==> src/rtl/tws_pkg.sv <==
package tws_pkg;
   typedef enum logic [1:0] {
      ST_IDLE = 2'd0,
      ST_SCAN = 2'd1,
      ST_FIN  = 2'd2
   } tws_state_e;
endpackage

==> src/rtl/tws_merge.sv <==
// Folds the two sweep passes together: a position is good only if the
// probe at the same tap in the other pass also passed.
module tws_merge #(
   parameter int MAX_TAPS = 8,
   parameter int CNT_W    = $clog2(MAX_TAPS + 1)
) (
   input  logic [2*MAX_TAPS-1:0] raw,
   input  logic [CNT_W-1:0]      n,
   output logic [2*MAX_TAPS-1:0] good
);
   localparam int VW = 2 * MAX_TAPS;
   localparam int PW = $clog2(VW);
   localparam int PX = PW + 1;

   logic [PX-1:0] nx;
   assign nx = {{(PX-CNT_W){1'b0}}, n};

   for (genvar j = 0; j < VW; j++) begin : g_pos
      logic [PX-1:0] jx, px;
      always_comb begin
         jx = PX'(j);
         px = (jx < nx) ? (jx + nx) : (jx - nx);
         if (jx < (nx << 1))
            good[j] = raw[j] & raw[px[PW-1:0]];
         else
            good[j] = 1'b0;
      end
   end
endmodule

==> src/rtl/tws_scan.sv <==
// Run tracker: one merged bit per step, keeps the earliest longest run.
module tws_scan #(
   parameter int IDX_W = 4,
   parameter int LEN_W = IDX_W + 1
) (
   input  logic             clk,
   input  logic             rst_n,
   input  logic             clear,
   input  logic             step,
   input  logic             bit_in,
   input  logic [IDX_W-1:0] idx,
   output logic [LEN_W-1:0] run_len,
   output logic [LEN_W-1:0] best_len,
   output logic [LEN_W-1:0] best_first,
   output logic [LEN_W-1:0] best_last
);
   logic [LEN_W-1:0] idx_x;
   assign idx_x = {{(LEN_W-IDX_W){1'b0}}, idx};

   always_ff @(posedge clk or negedge rst_n) begin
      if (!rst_n) begin
         run_len    <= '0;
         best_len   <= '0;
         best_first <= '0;
         best_last  <= '0;
      end else if (clear) begin
         run_len    <= '0;
         best_len   <= '0;
         best_first <= '0;
         best_last  <= '0;
      end else if (step) begin
         if (bit_in) begin
            run_len <= run_len + 1'b1;
         end else begin
            if (run_len > best_len) begin
               best_len   <= run_len;
               best_first <= idx_x - run_len;
               best_last  <= idx_x - 1'b1;
            end
            run_len <= '0;
         end
      end
   end
endmodule

==> src/rtl/tws_retune.sv <==
// Auto-retune enable and the drift error flag it gates.
module tws_retune (
   input  logic clk,
   input  logic rst_n,
   input  logic enable_set,
   input  logic enable_clr,
   input  logic hit,
   input  logic clear,
   output logic en,
   output logic err
);
   always_ff @(posedge clk or negedge rst_n) begin
      if (!rst_n) begin
         en  <= 1'b0;
         err <= 1'b0;
      end else begin
         if (enable_clr)      en <= 1'b0;
         else if (enable_set) en <= 1'b1;

         if (enable_clr || clear) err <= 1'b0;
         else if (hit && en)      err <= 1'b1;
      end
   end
endmodule

==> src/rtl/tap_window_sel.sv <==
module tap_window_sel #(
   parameter int MAX_TAPS   = 8,
   parameter int MIN_RUN    = 3,
   parameter bit DDR_HALVE  = 1'b1
) (
   input  logic                            clk,
   input  logic                            rst_n,
   input  logic                            start,
   input  logic [2*MAX_TAPS-1:0]           results,
   input  logic [$clog2(MAX_TAPS+1)-1:0]   tap_count,
   input  logic                            ddr_mode,
   input  logic                            retune_hit,
   input  logic                            retune_clear,
   output logic [$clog2(MAX_TAPS)-1:0]     tap,
   output logic                            done,
   output logic                            no_window,
   output logic                            retune_en,
   output logic                            retune_err
);
   import tws_pkg::*;

   localparam int VW    = 2 * MAX_TAPS;
   localparam int IDX_W = $clog2(VW);
   localparam int LEN_W = IDX_W + 1;
   localparam int CNT_W = $clog2(MAX_TAPS + 1);
   localparam int TAP_W = $clog2(MAX_TAPS);

   if (MAX_TAPS < 2) begin : g_bad_taps
      $error("tap_window_sel: MAX_TAPS must be at least 2");
   end
   if (MIN_RUN < 1 || MIN_RUN > VW) begin : g_bad_min
      $error("tap_window_sel: MIN_RUN must lie in 1..2*MAX_TAPS");
   end

   tws_state_e       state;
   logic [IDX_W-1:0] idx;
   logic [CNT_W-1:0] n_reg;
   logic             ddr_reg;
   logic [VW-1:0]    vec;
   logic [CNT_W-1:0] n_eff;
   logic [VW-1:0]    merged;
   logic             accept, last_pos, win_ok;
   logic [LEN_W-1:0] twon, run_len, best_len, best_first, best_last;
   logic [LEN_W-1:0] c_len, c_first, c_last, mid, n_l, sel;
   logic [LEN_W:0]   sum;
   logic [TAP_W-1:0] sel_tap, tap_apply;

   // Out-of-range counts fall back to the full tap set.
   always_comb begin
      if (tap_count == '0 || tap_count > CNT_W'(MAX_TAPS))
         n_eff = CNT_W'(MAX_TAPS);
      else
         n_eff = tap_count;
   end

   tws_merge #(.MAX_TAPS(MAX_TAPS), .CNT_W(CNT_W)) u_merge (
      .raw  (results),
      .n    (n_eff),
      .good (merged)
   );

   assign accept   = (state == ST_IDLE) && start;
   assign twon     = LEN_W'({n_reg, 1'b0});
   assign last_pos = ({1'b0, idx} == (twon - 1'b1));

   tws_scan #(.IDX_W(IDX_W), .LEN_W(LEN_W)) u_scan (
      .clk        (clk),
      .rst_n      (rst_n),
      .clear      (accept),
      .step       (state == ST_SCAN),
      .bit_in     (vec[idx]),
      .idx        (idx),
      .run_len    (run_len),
      .best_len   (best_len),
      .best_first (best_first),
      .best_last  (best_last)
   );

   // Final candidate: a run still open at the end competes too.
   always_comb begin
      if (run_len > best_len) begin
         c_len   = run_len;
         c_first = twon - run_len;
         c_last  = twon - 1'b1;
      end else begin
         c_len   = best_len;
         c_first = best_first;
         c_last  = best_last;
      end
      sum     = {1'b0, c_first} + {1'b0, c_last};
      mid     = sum[LEN_W:1];
      n_l     = LEN_W'(n_reg);
      sel     = (mid >= n_l) ? (mid - n_l) : mid;
      sel_tap = TAP_W'(sel);
      win_ok  = (c_len >= LEN_W'(MIN_RUN));
   end

   if (DDR_HALVE) begin : g_ddr_half
      assign tap_apply = ddr_reg ? (sel_tap >> 1) : sel_tap;
   end else begin : g_ddr_full
      logic unused_ddr;
      assign unused_ddr = ddr_reg;
      assign tap_apply  = sel_tap;
   end

   always_ff @(posedge clk or negedge rst_n) begin
      if (!rst_n) begin
         state     <= ST_IDLE;
         idx       <= '0;
         n_reg     <= '0;
         ddr_reg   <= 1'b0;
         vec       <= '0;
         done      <= 1'b0;
         no_window <= 1'b0;
         tap       <= '0;
      end else begin
         done <= (state == ST_FIN);
         case (state)
            ST_IDLE: begin
               if (start) begin
                  vec     <= merged;
                  n_reg   <= n_eff;
                  ddr_reg <= ddr_mode;
                  idx     <= '0;
                  state   <= ST_SCAN;
               end
            end
            ST_SCAN: begin
               idx <= idx + 1'b1;
               if (last_pos) state <= ST_FIN;
            end
            ST_FIN: begin
               no_window <= !win_ok;
               if (win_ok) tap <= tap_apply;
               state <= ST_IDLE;
            end
            default: state <= ST_IDLE;
         endcase
      end
   end

   tws_retune u_retune (
      .clk        (clk),
      .rst_n      (rst_n),
      .enable_set ((state == ST_FIN) && win_ok),
      .enable_clr (accept),
      .hit        (retune_hit),
      .clear      (retune_clear),
      .en         (retune_en),
      .err        (retune_err)
   );
endmodule

==> config.mk <==
export PLATFORM = sky130hd
export DESIGN_NAME = tap_window_sel
export DESIGN_NICKNAME = d
export VERILOG_FILES = /design/src/rtl/tws_pkg.sv /design/src/rtl/tws_merge.sv /design/src/rtl/tws_scan.sv /design/src/rtl/tws_retune.sv /design/src/rtl/tap_window_sel.sv
export SDC_FILE = /design/constraint.sdc
export NUM_CORES = 1
export LEC_CHECK = 0
export BUFFER_PORTS_ARGS = -buffer_cell sky130_fd_sc_hd__buf_2
export CAP_MARGIN = 20
export CORE_MARGIN = 4
export CORE_UTILIZATION = 50
export DETAILED_ROUTE_END_ITERATION = 7
export GPL_TIMING_DRIVEN = 0
export PLACE_DENSITY = 0.66
export REMOVE_ABC_BUFFERS = 1
export SLEW_MARGIN = 20
export SYNTH_ARGS = -nofsm -noshare
export SYNTH_HDL_FRONTEND = slang
export SYNTH_SLANG_ARGS = --single-unit
export TNS_END_PERCENT = 1
==> constraint.sdc <==
create_clock -name clk -period 4.4 [get_ports clk]
set_input_delay 0.44 -clock clk [delete_from_list [all_inputs] [get_ports clk]]
set_output_delay 0.44 -clock clk [all_outputs]
set_load 0.005 [all_outputs]
After elaboration in Yosys (flattened, before gate mapping)
Cells that the tools add are included.
{ "op_classes": {"add_sub_neg": 39, "n_lt_le_gt_ge": 53, "eq_ne": 6, "mux": 95, "bitwise_logic": 16, "reduce_logical": 19} }
{ "op_table": {"columns": ["op", "count"], "rows": [
  ["4-bit by 5-bit < comparator with 1-bit output (second input constant)", 17],
  ["5-bit two-way mux", 17],
  ["4-bit two-way mux", 18],
  ["1-bit binary-select mux with 4-bit select", 17],
  ["4-bit by 5-bit < comparator with 1-bit output (first input constant)", 8],
  ["1-bit two-way mux", 37],
  ["4-bit adder (first input constant)", 8],
  ["4-bit < comparator (first input constant)", 8],
  ["4-bit subtractor (first input constant)", 8],
  ["3-bit by 5-bit < comparator with 1-bit output (first input constant)", 4],
  ["3-bit by 4-bit adder with 4-bit output (first input constant)", 4],
  ["1-bit AND", 16],
  ["3-bit by 4-bit < comparator with 1-bit output (first input constant)", 4],
  ["3-bit by 4-bit subtractor with 4-bit output (first input constant)", 4],
  ["1-bit by 5-bit < comparator with 1-bit output (first input constant)", 2],
  ["2-bit by 5-bit < comparator with 1-bit output (first input constant)", 2],
  ["2-bit AND reduction", 5],
  ["2-bit nonzero test", 5],
  ["2-bit by 4-bit adder with 4-bit output (first input constant)", 2],
  ["1-bit by 4-bit < comparator with 1-bit output (first input constant)", 2],
  ["2-bit by 4-bit < comparator with 1-bit output (first input constant)", 2],
  ["4-bit case mux with 2 select lines", 1],
  ["1-bit by 4-bit subtractor with 4-bit output (first input constant)", 2],
  ["2-bit by 4-bit subtractor with 4-bit output (first input constant)", 2],
  ["other kinds (27)", 33]
]} }
{ "totals": {"register_bits": 54, "in_bits": 26, "out_inout_bits": 7, "wordCells": 242} }

Depth between registers and ports, before layout
Gate-level depths: netlist of the first run.
{ "logic_depth": {"word_depth": 9, "depth_mapped": 21, "ltp_nobuf": 19} }

Hierarchy
From an unflattened synthesis of the first run, not the netlist that was laid out.
{ "unflattened": {"hier_cells": 629, "area_unflattened_um2": 5769.3} }
{ "modules_own_cells": {"columns": ["module", "n_inst", "cells_per_inst", "area_per_inst_um2", "seq_area_each_um2"], "rows": [
  ["tap_window_sel", 1, 238, 2316.0, 800.8],
  ["tws_merge", 1, 276, 2224.6, 0.0],
  ["tws_scan", 1, 109, 1156.1, 500.5],
  ["tws_retune", 1, 6, 72.6, 50.0]
]} }

Least setup slack after synthesis of the first run
OpenSTA, ideal clock, no wires.
{ "synth_path": {"path_kind": "register to register", "startpoint": "reg u_scan.run_len[1]", "endpoint": "reg tap[1]", "setup_ns": 0.087, "arrival_time_ns": 4.116, "path_slack_ns": 0.198, "path_stages_with_launch": 20, "path_buffers": 2, "period_less_slack_ns": 4.202, "path_cell_list": "dfrtp_1 > ha_1 > nand4_1 > o221ai_1 > nand2_1 > clkbuf_1 > clkbuf_1 > o21ai_0 > ha_1 > and4_1 > nor2_1 > mux2i_1 > xnor2_1 > ha_1 > o21ai_0 > o211a_1 > nor2_1 > a31oi_1 > a311o_1 > o211ai_1"} }
{ "synth_via": {"elab_chain_cells": 6, "elab_cells_between_ends": 12} }
{ "synth_rtl": {"columns": ["element", "line_no", "source"], "rows": [
  ["from (decl)", "tws_scan.sv:12", "output logic [LEN_W-1:0] run_len,"],
  ["from (signal assigned)", "tws_scan.sv:33", "run_len <= run_len + 1'b1;"],
  ["5-bit subtractor or 5-bit > comparator (tied branches)", "tap_window_sel.sv:83, tap_window_sel.sv:81", null],
  ["5-bit two-way mux", "tap_window_sel.sv:81", "if (run_len > best_len) begin"],
  ["5-bit by 5-bit adder with 6-bit output", "tap_window_sel.sv:90", "sum = {1'b0, c_first} + {1'b0, c_last};"],
  ["5-bit by 4-bit >= comparator with 1-bit output or 3-bit subtractor (tied branches)", "tap_window_sel.sv:93", "sel = (mid >= n_l) ? (mid - n_l) : mid;"],
  ["3-bit two-way mux", "tap_window_sel.sv:93", null],
  ["3-bit two-way mux", "tap_window_sel.sv:99", "assign tap_apply = ddr_reg ? (sel_tap >> 1) : sel_tap;"],
  ["to (signal assigned)", "tap_window_sel.sv:134", "if (win_ok) tap <= tap_apply;"],
  ["to (decl)", "tap_window_sel.sv:14", "output logic [$clog2(MAX_TAPS)-1:0] tap,"]
]} }
Several ways; a longest one is shown, not always the timed one.
A chain may end at the register's enable or synchronous reset.

Final worst setup path of the first run
{ "layout_path": {"startpoint": "reg u_scan.run_len[4]", "endpoint": "reg tap[1]"} }
Same word-level chain as after synthesis.

==> results of run 1 <==
Yosys cell counts (9+ instances only):
library cell   n  share of area
clkbuf_1      12         0.0081
ha_1          35          0.079
buf_2         11         0.0099
xnor2_1       19          0.030
a211oi_1       9          0.012
o21ai_1        9         0.0081
o21ai_2       11          0.017
nor2_1        31          0.021
mux2i_1       75           0.13
xor2_1         9          0.014
a21oi_1       37          0.033
mux2_2        10          0.020
dfrtp_1       54           0.24
nand3_1       19          0.017
nand2_1       76          0.051
mux4_2        15          0.061
nor2b_1       10          0.011
o21ai_0       49          0.044
inv_1         32          0.022
worst min-delay path by stage:
stage                                  start  depth (start not counted)                  to  slack (ns)
after floorplan                        rst_n                          0             ddr_reg        0.14
after CTS                              rst_n                          1              tap[2]        0.19
after detailed placement  u_scan.best_len[4]                          2  u_scan.best_len[4]        0.46
final                                  rst_n                          1              tap[2]        0.16
after global routing                   rst_n                          1              tap[2]        0.22
after global placement    u_scan.best_len[4]                          2  u_scan.best_len[4]        0.46
cells by family (layout without fill, tap and decap cells):
logic type	Yosys count	after routing	synth area share
muxes	100	100	0.216
adders and majority gates	39	39	0.0930
buffers and inverters	68	77	0.0557
xor gates and xnor gates	28	28	0.0440
AOI/OAI and AO/OA	164	164	0.190
DFF	54	54	0.243
and+or+nand+nor	183	183	0.159
cell type report:
class	instances	area, µm²	area share
Timing Repair Buffer	34	185	0.0313
Sequential cell	54	1350	0.229
Clock buffer	6	82.6	0.0140
Multi-Input combinational cell	514	3950	0.668
Clock inverter	1	30.0	0.00508
Tap cell	140	175	0.0296
Inverter	36	135	0.0229
cell usage in the layout, fill, tap and decap left out, drive strengths merged, types with 4 or more instances in the layout:
cell type,n
o211ai,4
ha,35
o21ai,69
a211oi,11
nor2,32
a32o,4
clkbuf,6
buf,34
fa,4
xnor2,19
nand4,8
nor3,8
nand2b,9
a21oi,38
xor2,9
inv,36
mux2i,75
mux4,15
dfrtp,54
a31oi,5
nand3,19
nor2b,10
mux2,10
a21o,6
nand2,78
power breakdown:
part	switching, W	leakage (nW)	total [W]	internal (W)
clock network	0.000157	0.0573	0.000340	0.000182
logic	0.00146	1.84	0.00260	0.00114
registers	0.000191	0.710	0.000860	0.000669
repair_timing:
action	in CTS	in global routing
pin swaps	0	1
gates resized for setup	5	6
hold buffers	0	0
buffers inserted	0	1
endpoints found under the setup margin	3	3
per-layer routing:
layer  vias up  part of all wire
li1       2332                 -
met1      2432              0.46
met2       171              0.47
met3        12             0.057
met4         0             0.011
met5         -                 0
metrics by stage:
| stage | instance area [µm²] | setup TNS (ns) |
|---|---|---|
| 2_1_floorplan | 5400 | 0 |
| 3_3_place_gp | 5730 | -1.61 |
| 3_5_place_dp | 5730 | -1.92 |
| 4_1_cts | 5860 | 0 |
| 5_1_grt | 5910 | -0.0114 |
| 6_report | 5910 | 0 |
==> impl_metrics.json, run 1 <==
{
  "start_kind": "flop",
  "htreeDepth": 2,
  "r2r_setup_slack_ns": 0.22,
  "setup_viol": 0,
  "crit_fanout": 24,
  "postSynthCellCount": 636,
  "status": "finished, final reports clean",
  "regMostFlops": "vec",
  "numCtsBuffers": 5,
  "io_pins": 33,
  "cp_cell_sequence": "ha_1 > nand4_1 > o221ai_4 > nand2_8 > nand2_1 > o21ai_0 > ha_1 > and4_1 > nor2_1 > mux2i_2 > xnor2_1 > ha_1 > o21ai_0 > o211a_1 > a31oi_1 > a311o_1 > o211ai_1",
  "drcViolationCount": 0,
  "clock.fmax_ghz": 0.239,
  "startpoint": "u_scan.run_len[4]",
  "utilization": 0.543,
  "ys_warn_count": 0,
  "synth_edf_count": 0,
  "tightest_slew_ns": 0.976,
  "ir_drop_uv": 915,
  "layout_min_cycle_time_ns": 4.18,
  "seq_area_frac_synth": 0.243,
  "chipHeight_um": 114,
  "die_w_um": 114,
  "finalHoldViolations": 0,
  "syn_area_per_cell_um2": 8.76,
  "fin_crit_sh": 0.950,
  "worstSetupPathDepth": 17,
  "p_per_area_nw_per_um2": 642,
  "critPathArrivalTime_ns": 4.40,
  "synthFlopType": "dfrtp_1",
  "final_cells": 785,
  "largest_reg_flops": 16,
  "via_per_inst": 6.30,
  "syn_area_um2": 5570,
  "cp_slowest_stage_delay_ns": 0.49,
  "wl_per_cell_um": 19.6,
  "synthDistinctLibCells": 65,
  "ant_nets": 0,
  "r2r_start": "u_scan.run_len[4]",
  "place_hpwl_um": 11400,
  "post-place-ws_ns": -0.655,
  "firstDrtPassIters": 8,
  "crit_type": "reg -> reg",
  "hp-class": "in -> async",
  "maxSlewHeadroom": 0.348,
  "async_reset_ff_frac": 1.00,
  "cp_slowest_cell": "dfrtp_1",
  "grt_pass1_vias": 4730,
  "drive_above_1_share": 0.155,
  "crit_top_cell": "ha_1",
  "drv_slew": 0,
  "crit_buf_inv": 0,
  "use_met3": 0.0286,
  "drv_cap": 0,
  "dr_total_vias": 4947,
  "grtUsageMet1": 0.339,
  "overflow": 0,
  "dp_cells": 776,
  "dieArea_um2": 12900,
  "drt-total-wl_um": 15400,
  "grt_max_degree": 55,
  "end_kind": "flop",
  "cts_sinks": 54,
  "placementRows": 38,
  "critical-path-top-delay-family": "compound AO/OA/AOI/OAI gates",
  "timing.final.ws_setup_ns": 0.221,
  "top_usage_layer": "met2",
  "worst-r2r-cell-count": 17,
  "ys_ff_latch": 54,
  "p_leak_nw": 2.61,
  "diodes": 0,
  "drt_first_iter_violations": 466,
  "use_met2": 0.396,
  "io_buffer_count": 32,
  "power_w": 0.00380,
  "start_util": 0.512,
  "core_um2": 10900,
  "nets": 710,
  "whs_ns": 0.157,
  "grt_pass1_wl_um": 24900,
  "cts_tree": "done",
  "clock_skew_ns": 0.00880,
  "crit_path_end": "tap[1]",
  "fillers": 1003,
  "gp_congestion": 0.910,
  "antenna_found_initial": 0,
  "clock_latency_ns": 0.31,
  "grt_usage": 0.239,
  "cts-root-buf": "clkbuf_8",
  "syn2layout_area_growth_pct": 6.13,
  "required_ns": 4.62,
  "rr_endpoint": "tap[1]",
  "clkTransAtPathRegs_ns": 0.10,
  "clockBufferDepth": 2
}
Power figures use the tool's default switching activity.
==> run 2, diff against run 1 <==
- PLACE_DENSITY: 0.66 -> 0.64
- clock period: 4.4 -> 5.1 ns (I/O delays scaled with it)
==> run 2 against run 1 <==
  * Die area unchanged
  * Routed wire length decreased by 0.78%
  * Total power decreased by 14%
  * Combinational power decreased by 15%
  * Cell area decreased by 0.89%
  * Clock skew increased by 0.0064 ns
  * Sequential share of layout area increased by 0.16 points
==> impl_metrics.json, run 2 (same netlist as run 1, synthesis figures left out) <==
{
  "layout_min_cycle_time_ns": 4.59,
  "p_leak_nw": 2.60,
  "clkTransAtPathRegs_ns": 0.11,
  "htreeDepth": 2,
  "cp_slowest_stage_delay_ns": 0.58,
  "io_pins": 33,
  "tightest_slew_ns": 0.993,
  "end_kind": "flop",
  "ant_nets": 0,
  "crit_top_cell": "ha_1",
  "cts-root-buf": "clkbuf_8",
  "numCtsBuffers": 5,
  "start_kind": "flop",
  "core_um2": 10900,
  "wl_per_cell_um": 19.4,
  "finalHoldViolations": 0,
  "drt_first_iter_violations": 476,
  "syn2layout_area_growth_pct": 5.19,
  "dr_total_vias": 4945,
  "hp-class": "in -> async",
  "final_cells": 784,
  "placementRows": 38,
  "drv_slew": 0,
  "nets": 708,
  "fin_setup_tns_ns": 0,
  "p_per_area_nw_per_um2": 554,
  "via_per_inst": 6.31,
  "maxSlewHeadroom": 0.338,
  "clock_skew_ns": 0.0152,
  "largest_reg_flops": 16,
  "required_ns": 5.33,
  "antenna_found_initial": 0,
  "clock.fmax_ghz": 0.218,
  "die_w_um": 114,
  "status": "finished, final reports clean",
  "chipHeight_um": 114,
  "drt-total-wl_um": 15200,
  "diodes": 0,
  "overflow": 0,
  "cts_tree": "done",
  "ir_drop_uv": 567,
  "gp_congestion": 0.928,
  "critical-path-top-delay-family": "compound AO/OA/AOI/OAI gates",
  "rsz0062_at_grt": "no",
  "clockBufferDepth": 2,
  "firstDrtPassIters": 5,
  "cp_slowest_cell": "dfrtp_1",
  "hold_buffers": 0,
  "io_buffer_count": 32,
  "fin_crit_sh": 0.900,
  "place_hpwl_um": 11400,
  "grt_pass1_vias": 4817,
  "fillers": 1009,
  "crit_type": "reg -> reg",
  "drv_cap": 0,
  "multiInputGateArea_um2": 3920,
  "dp_cells": 776,
  "crit_buf_inv": 1,
  "start_util": 0.512,
  "clock_latency_ns": 0.31,
  "cp_cell_sequence": "inv_1 > ha_1 > o221ai_1 > nand2_4 > nand2_1 > o21ai_0 > ha_1 > and4_1 > nor2_1 > mux2i_1 > xnor2_1 > ha_1 > o21ai_0 > o211a_1 > nor2_1 > a31oi_1 > a311o_1 > o211ai_1",
  "drcViolationCount": 0,
  "grt_pass1_wl_um": 25200,
  "cts_sinks": 54,
  "crit_fanout": 24,
  "grt_max_degree": 55,
  "drive_above_1_share": 0.148,
  "regMostFlops": "vec",
  "dieArea_um2": 12900,
  "setup_viol": 0,
  "regArea_um2": 1350,
  "critPathArrivalTime_ns": 4.82,
  "grt_usage": 0.240,
  "final_cell_mix": "nand2_1 (75), mux2i_1 (75), dfrtp_1 (54), o21ai_0 (47), a21oi_1 (37)"
}
## run 2: cell types whose count changed in the layout (fill, tap and decap cells not counted), sizes merged
cell / change
inv: +1
clkbuf: -1
clkinv: +1
buf: -2
## run 2: cell type report
class | count | area share
Sequential cell | 54 | 0.231
Multi-Input combinational cell | 514 | 0.669
Tap cell | 140 | 0.0299
Timing Repair Buffer | 32 | 0.0278
Clock inverter | 3 | 0.00811
Clock buffer | 5 | 0.0117
Inverter | 36 | 0.0231
## run 2: final timing paths
| path | startpoint | to | slack (ns) | depth (start not counted) |
|---|---|---|---|---|
| min in group clk | retune_clear | u_retune.err | 0.36 | 2 |
| max in group asynchronous | rst_n | u_scan.run_len[1] | 4.40 | 1 |
| min reg2reg | tap[0] | tap[0] | 0.49 | 2 |
| min | rst_n | tap[1] | 0.22 | 1 |
| max | u_scan.run_len[0] | tap[1] | 0.51 | 18 |
| max reg2reg | u_scan.run_len[0] | tap[1] | 0.51 | 18 |
## run 2: metrics by stage
step / utilization / power, W / instance area, µm² / setup slack, ns / hold WS [ns]
global route: 0.538 / 0.00357 / 5860 / 0.121 / 0.289
floorplan: - / 0.00242 / 5400 / 0.984 / 0.214
CTS: 0.537 / 0.00324 / 5850 / 0.0641 / 0.266
finish: 0.538 / 0.00325 / 5860 / 0.509 / 0.222
global placement: 0.526 / 0.00286 / 5730 / 0.143 / 0.462
detailed placement: 0.527 / 0.00293 / 5730 / 0.108 / 0.470
## run 2: metal layers
metal	global-route usage	part of all wire
met4	0.0777	0.028
met3	0.0276	0.058
met2	0.385	0.47
met5	0	0
met1	0.340	0.44
## run 2: timing repair
action	4_1_cts	5_1_grt
gates resized for setup	0	4
buffers inserted	0	0
endpoints found under the setup margin	0	3
## run 2: where the power goes
part | internal [W] | switching (W)
Combinational | 0.000955 | 0.00125
Sequential | 0.000576 | 0.000162
Clock | 0.000149 | 0.000153
==> run 3, diff against run 2 <==
- BUFFER_PORTS_ARGS: -buffer_cell sky130_fd_sc_hd__buf_2 -> -buffer_cell sky130_fd_sc_hd__buf_4
- CELL_PAD_IN_SITES_DETAIL_PLACEMENT: unset -> 1
- CELL_PAD_IN_SITES_GLOBAL_PLACEMENT: unset -> 1
- PLACE_DENSITY: 0.64 -> 0.8
==> run 3 against run 2 <==
  * Setup slack worse by 0.13 ns
  * Clock power decreased by 11%
  * Sequential cell count unchanged
  * Clock-buffer cell count increased by 1
==> impl_metrics.json, run 3 (same netlist as run 1, synthesis figures left out) <==
{
  "design_area_um2": 5920,
  "whs_ns": 0.209,
  "crit_buf_inv": 1,
  "die_w_um": 114,
  "status": "finished, final reports clean",
  "syn2layout_area_growth_pct": 6.22,
  "worst-r2r-cell-count": 17,
  "r2r_setup_slack_ns": 0.38,
  "gp_congestion": 0.918,
  "p_leak_nw": 2.61,
  "fin_setup_tns_ns": 0,
  "via_per_inst": 6.53,
  "end_kind": "flop",
  "clock.fmax_ghz": 0.212,
  "grt_pass1_vias": 5357,
  "tightest_slew_ns": 1.11,
  "p_per_area_nw_per_um2": 557,
  "cp_slowest_cell": "dfrtp_1",
  "crit_path_end": "tap[1]",
  "io_buffer_count": 32,
  "regMostFlops": "vec",
  "maxSlewHeadroom": 0.258,
  "worstSetupPathDepth": 17,
  "io_pins": 33,
  "clkTransAtPathRegs_ns": 0.11,
  "cts-root-buf": "clkbuf_8",
  "layout_min_cycle_time_ns": 4.72,
  "rsz0062_at_grt": "no",
  "drt_first_iter_violations": 298,
  "drt-total-wl_um": 17700,
  "required_ns": 5.31,
  "largest_reg_flops": 16,
  "power_w": 0.00330,
  "start_kind": "flop",
  "setup_viol": 0,
  "grt_usage": 0.280,
  "drv_cap": 0,
  "critPathArrivalTime_ns": 4.93,
  "ir_drop_uv": 561,
  "htreeDepth": 2,
  "diodes": 0,
  "wl_per_cell_um": 22.5,
  "critical-path-top-delay-family": "compound AO/OA/AOI/OAI gates",
  "nets": 708,
  "antenna_found_initial": 0,
  "place_hpwl_um": 13400,
  "cts_tree": "done",
  "dieArea_um2": 12900,
  "crit_type": "reg -> reg",
  "timing.final.ws_setup_ns": 0.379,
  "drive_above_1_share": 0.146,
  "clock_skew_ns": 0.0104,
  "numCtsBuffers": 5,
  "start_util": 0.512,
  "crit_top_cell": "ha_1",
  "fillers": 1316,
  "chipHeight_um": 114,
  "post-place-ws_ns": -0.0207,
  "startpoint": "u_scan.run_len[0]",
  "clockBufferDepth": 2,
  "core_um2": 10900,
  "cp_slowest_stage_delay_ns": 0.62,
  "clock_latency_ns": 0.32,
  "cp_cell_sequence": "inv_1 > ha_1 > o221ai_1 > nand2_4 > o21ai_0 > ha_1 > a21o_1 > a21oi_1 > mux2i_1 > xnor2_1 > ha_1 > o21ai_0 > o211a_1 > nor2_1 > a31oi_1 > a311o_1 > o211ai_1",
  "placementRows": 38,
  "rr_endpoint": "tap[1]",
  "drcViolationCount": 0,
  "fin_crit_sh": 0.926,
  "placed_area_um2": 5810,
  "hp-class": "in -> async",
  "overflow": 0,
  "ant_nets": 0,
  "grt_max_degree": 55,
  "finalHoldViolations": 0,
  "firstDrtPassIters": 5,
  "cts_sinks": 54,
  "dr_total_vias": 5116,
  "drv_slew": 0,
  "grt_pass1_wl_um": 28700,
  "r2r_start": "u_scan.run_len[0]",
  "post_cts_buffers": 0,
  "crit_fanout": 24,
  "final_cell_mix": "nand2_1 (75), mux2i_1 (75), dfrtp_1 (54), o21ai_0 (48), a21oi_1 (37)"
}
==> run 3: cell count changes in the layout (fill, tap and decap cells not counted), sizes merged <==
cell | before | now
clkinv | 1 | 0
bufinv | 1 | 0
clkbuf | 5 | 6
clkinvlp | 0 | 1
==> run 3: how the worst min path moves through the flow <==
stage | startpoint | endpoint | slack [ns] | cells after the start
after detailed placement | u_scan.best_len[4] | u_scan.best_len[4] | 0.46 | 2
after CTS | rst_n | tap[2] | 0.25 | 1
after floorplan | rst_n | ddr_reg | 0.21 | 0
final | rst_n | tap[1] | 0.21 | 1
after global routing | rst_n | tap[2] | 0.27 | 1
after global placement | vec[0] | vec[0] | 0.46 | 2
==> run 3: stage by stage <==
| step | instances | util |
|---|---|---|
| CTS | 784 | 0.543 |
| global placement | 776 | 0.534 |
| detailed placement | 776 | 0.534 |
| finish | 784 | 0.544 |
| floorplan | 604 | - |
| global route | 784 | 0.544 |
==> run 3: report_power, final <==
part           switching, W  internal, W  total [W]  leakage, nW
combinational       0.00131     0.000972    0.00228         1.85
clock              0.000158     0.000112   0.000270       0.0478
sequential         0.000170     0.000576   0.000746        0.713
total               0.00164      0.00166    0.00330         2.61
==> run 3: cell type report <==
cell class                      count  area, µm²  area share
Multi-Input combinational cell    514       3920       0.662
Sequential cell                    54       1350       0.228
Timing Repair Buffer               32        240      0.0406
Tap cell                          140        175      0.0296
Inverter                           36        135      0.0228
Clock buffer                        6       82.6      0.0140
Clock inverter                      2       16.3     0.00275
==> run 3: metal layers <==
metal,routed length (µm),up-vias,global-route usage
li1,-,2334,-
met1,7250,2536,0.349
met2,8770,189,0.479
met3,710,57,0.0244
met4,943,0,0.153
met5,0,-,0
==> run 3: repair_timing <==
item                       in CTS  in global routing
resized for setup               1                  2
setup endpoints to repair       3                  3
hold buffers                    0                  0
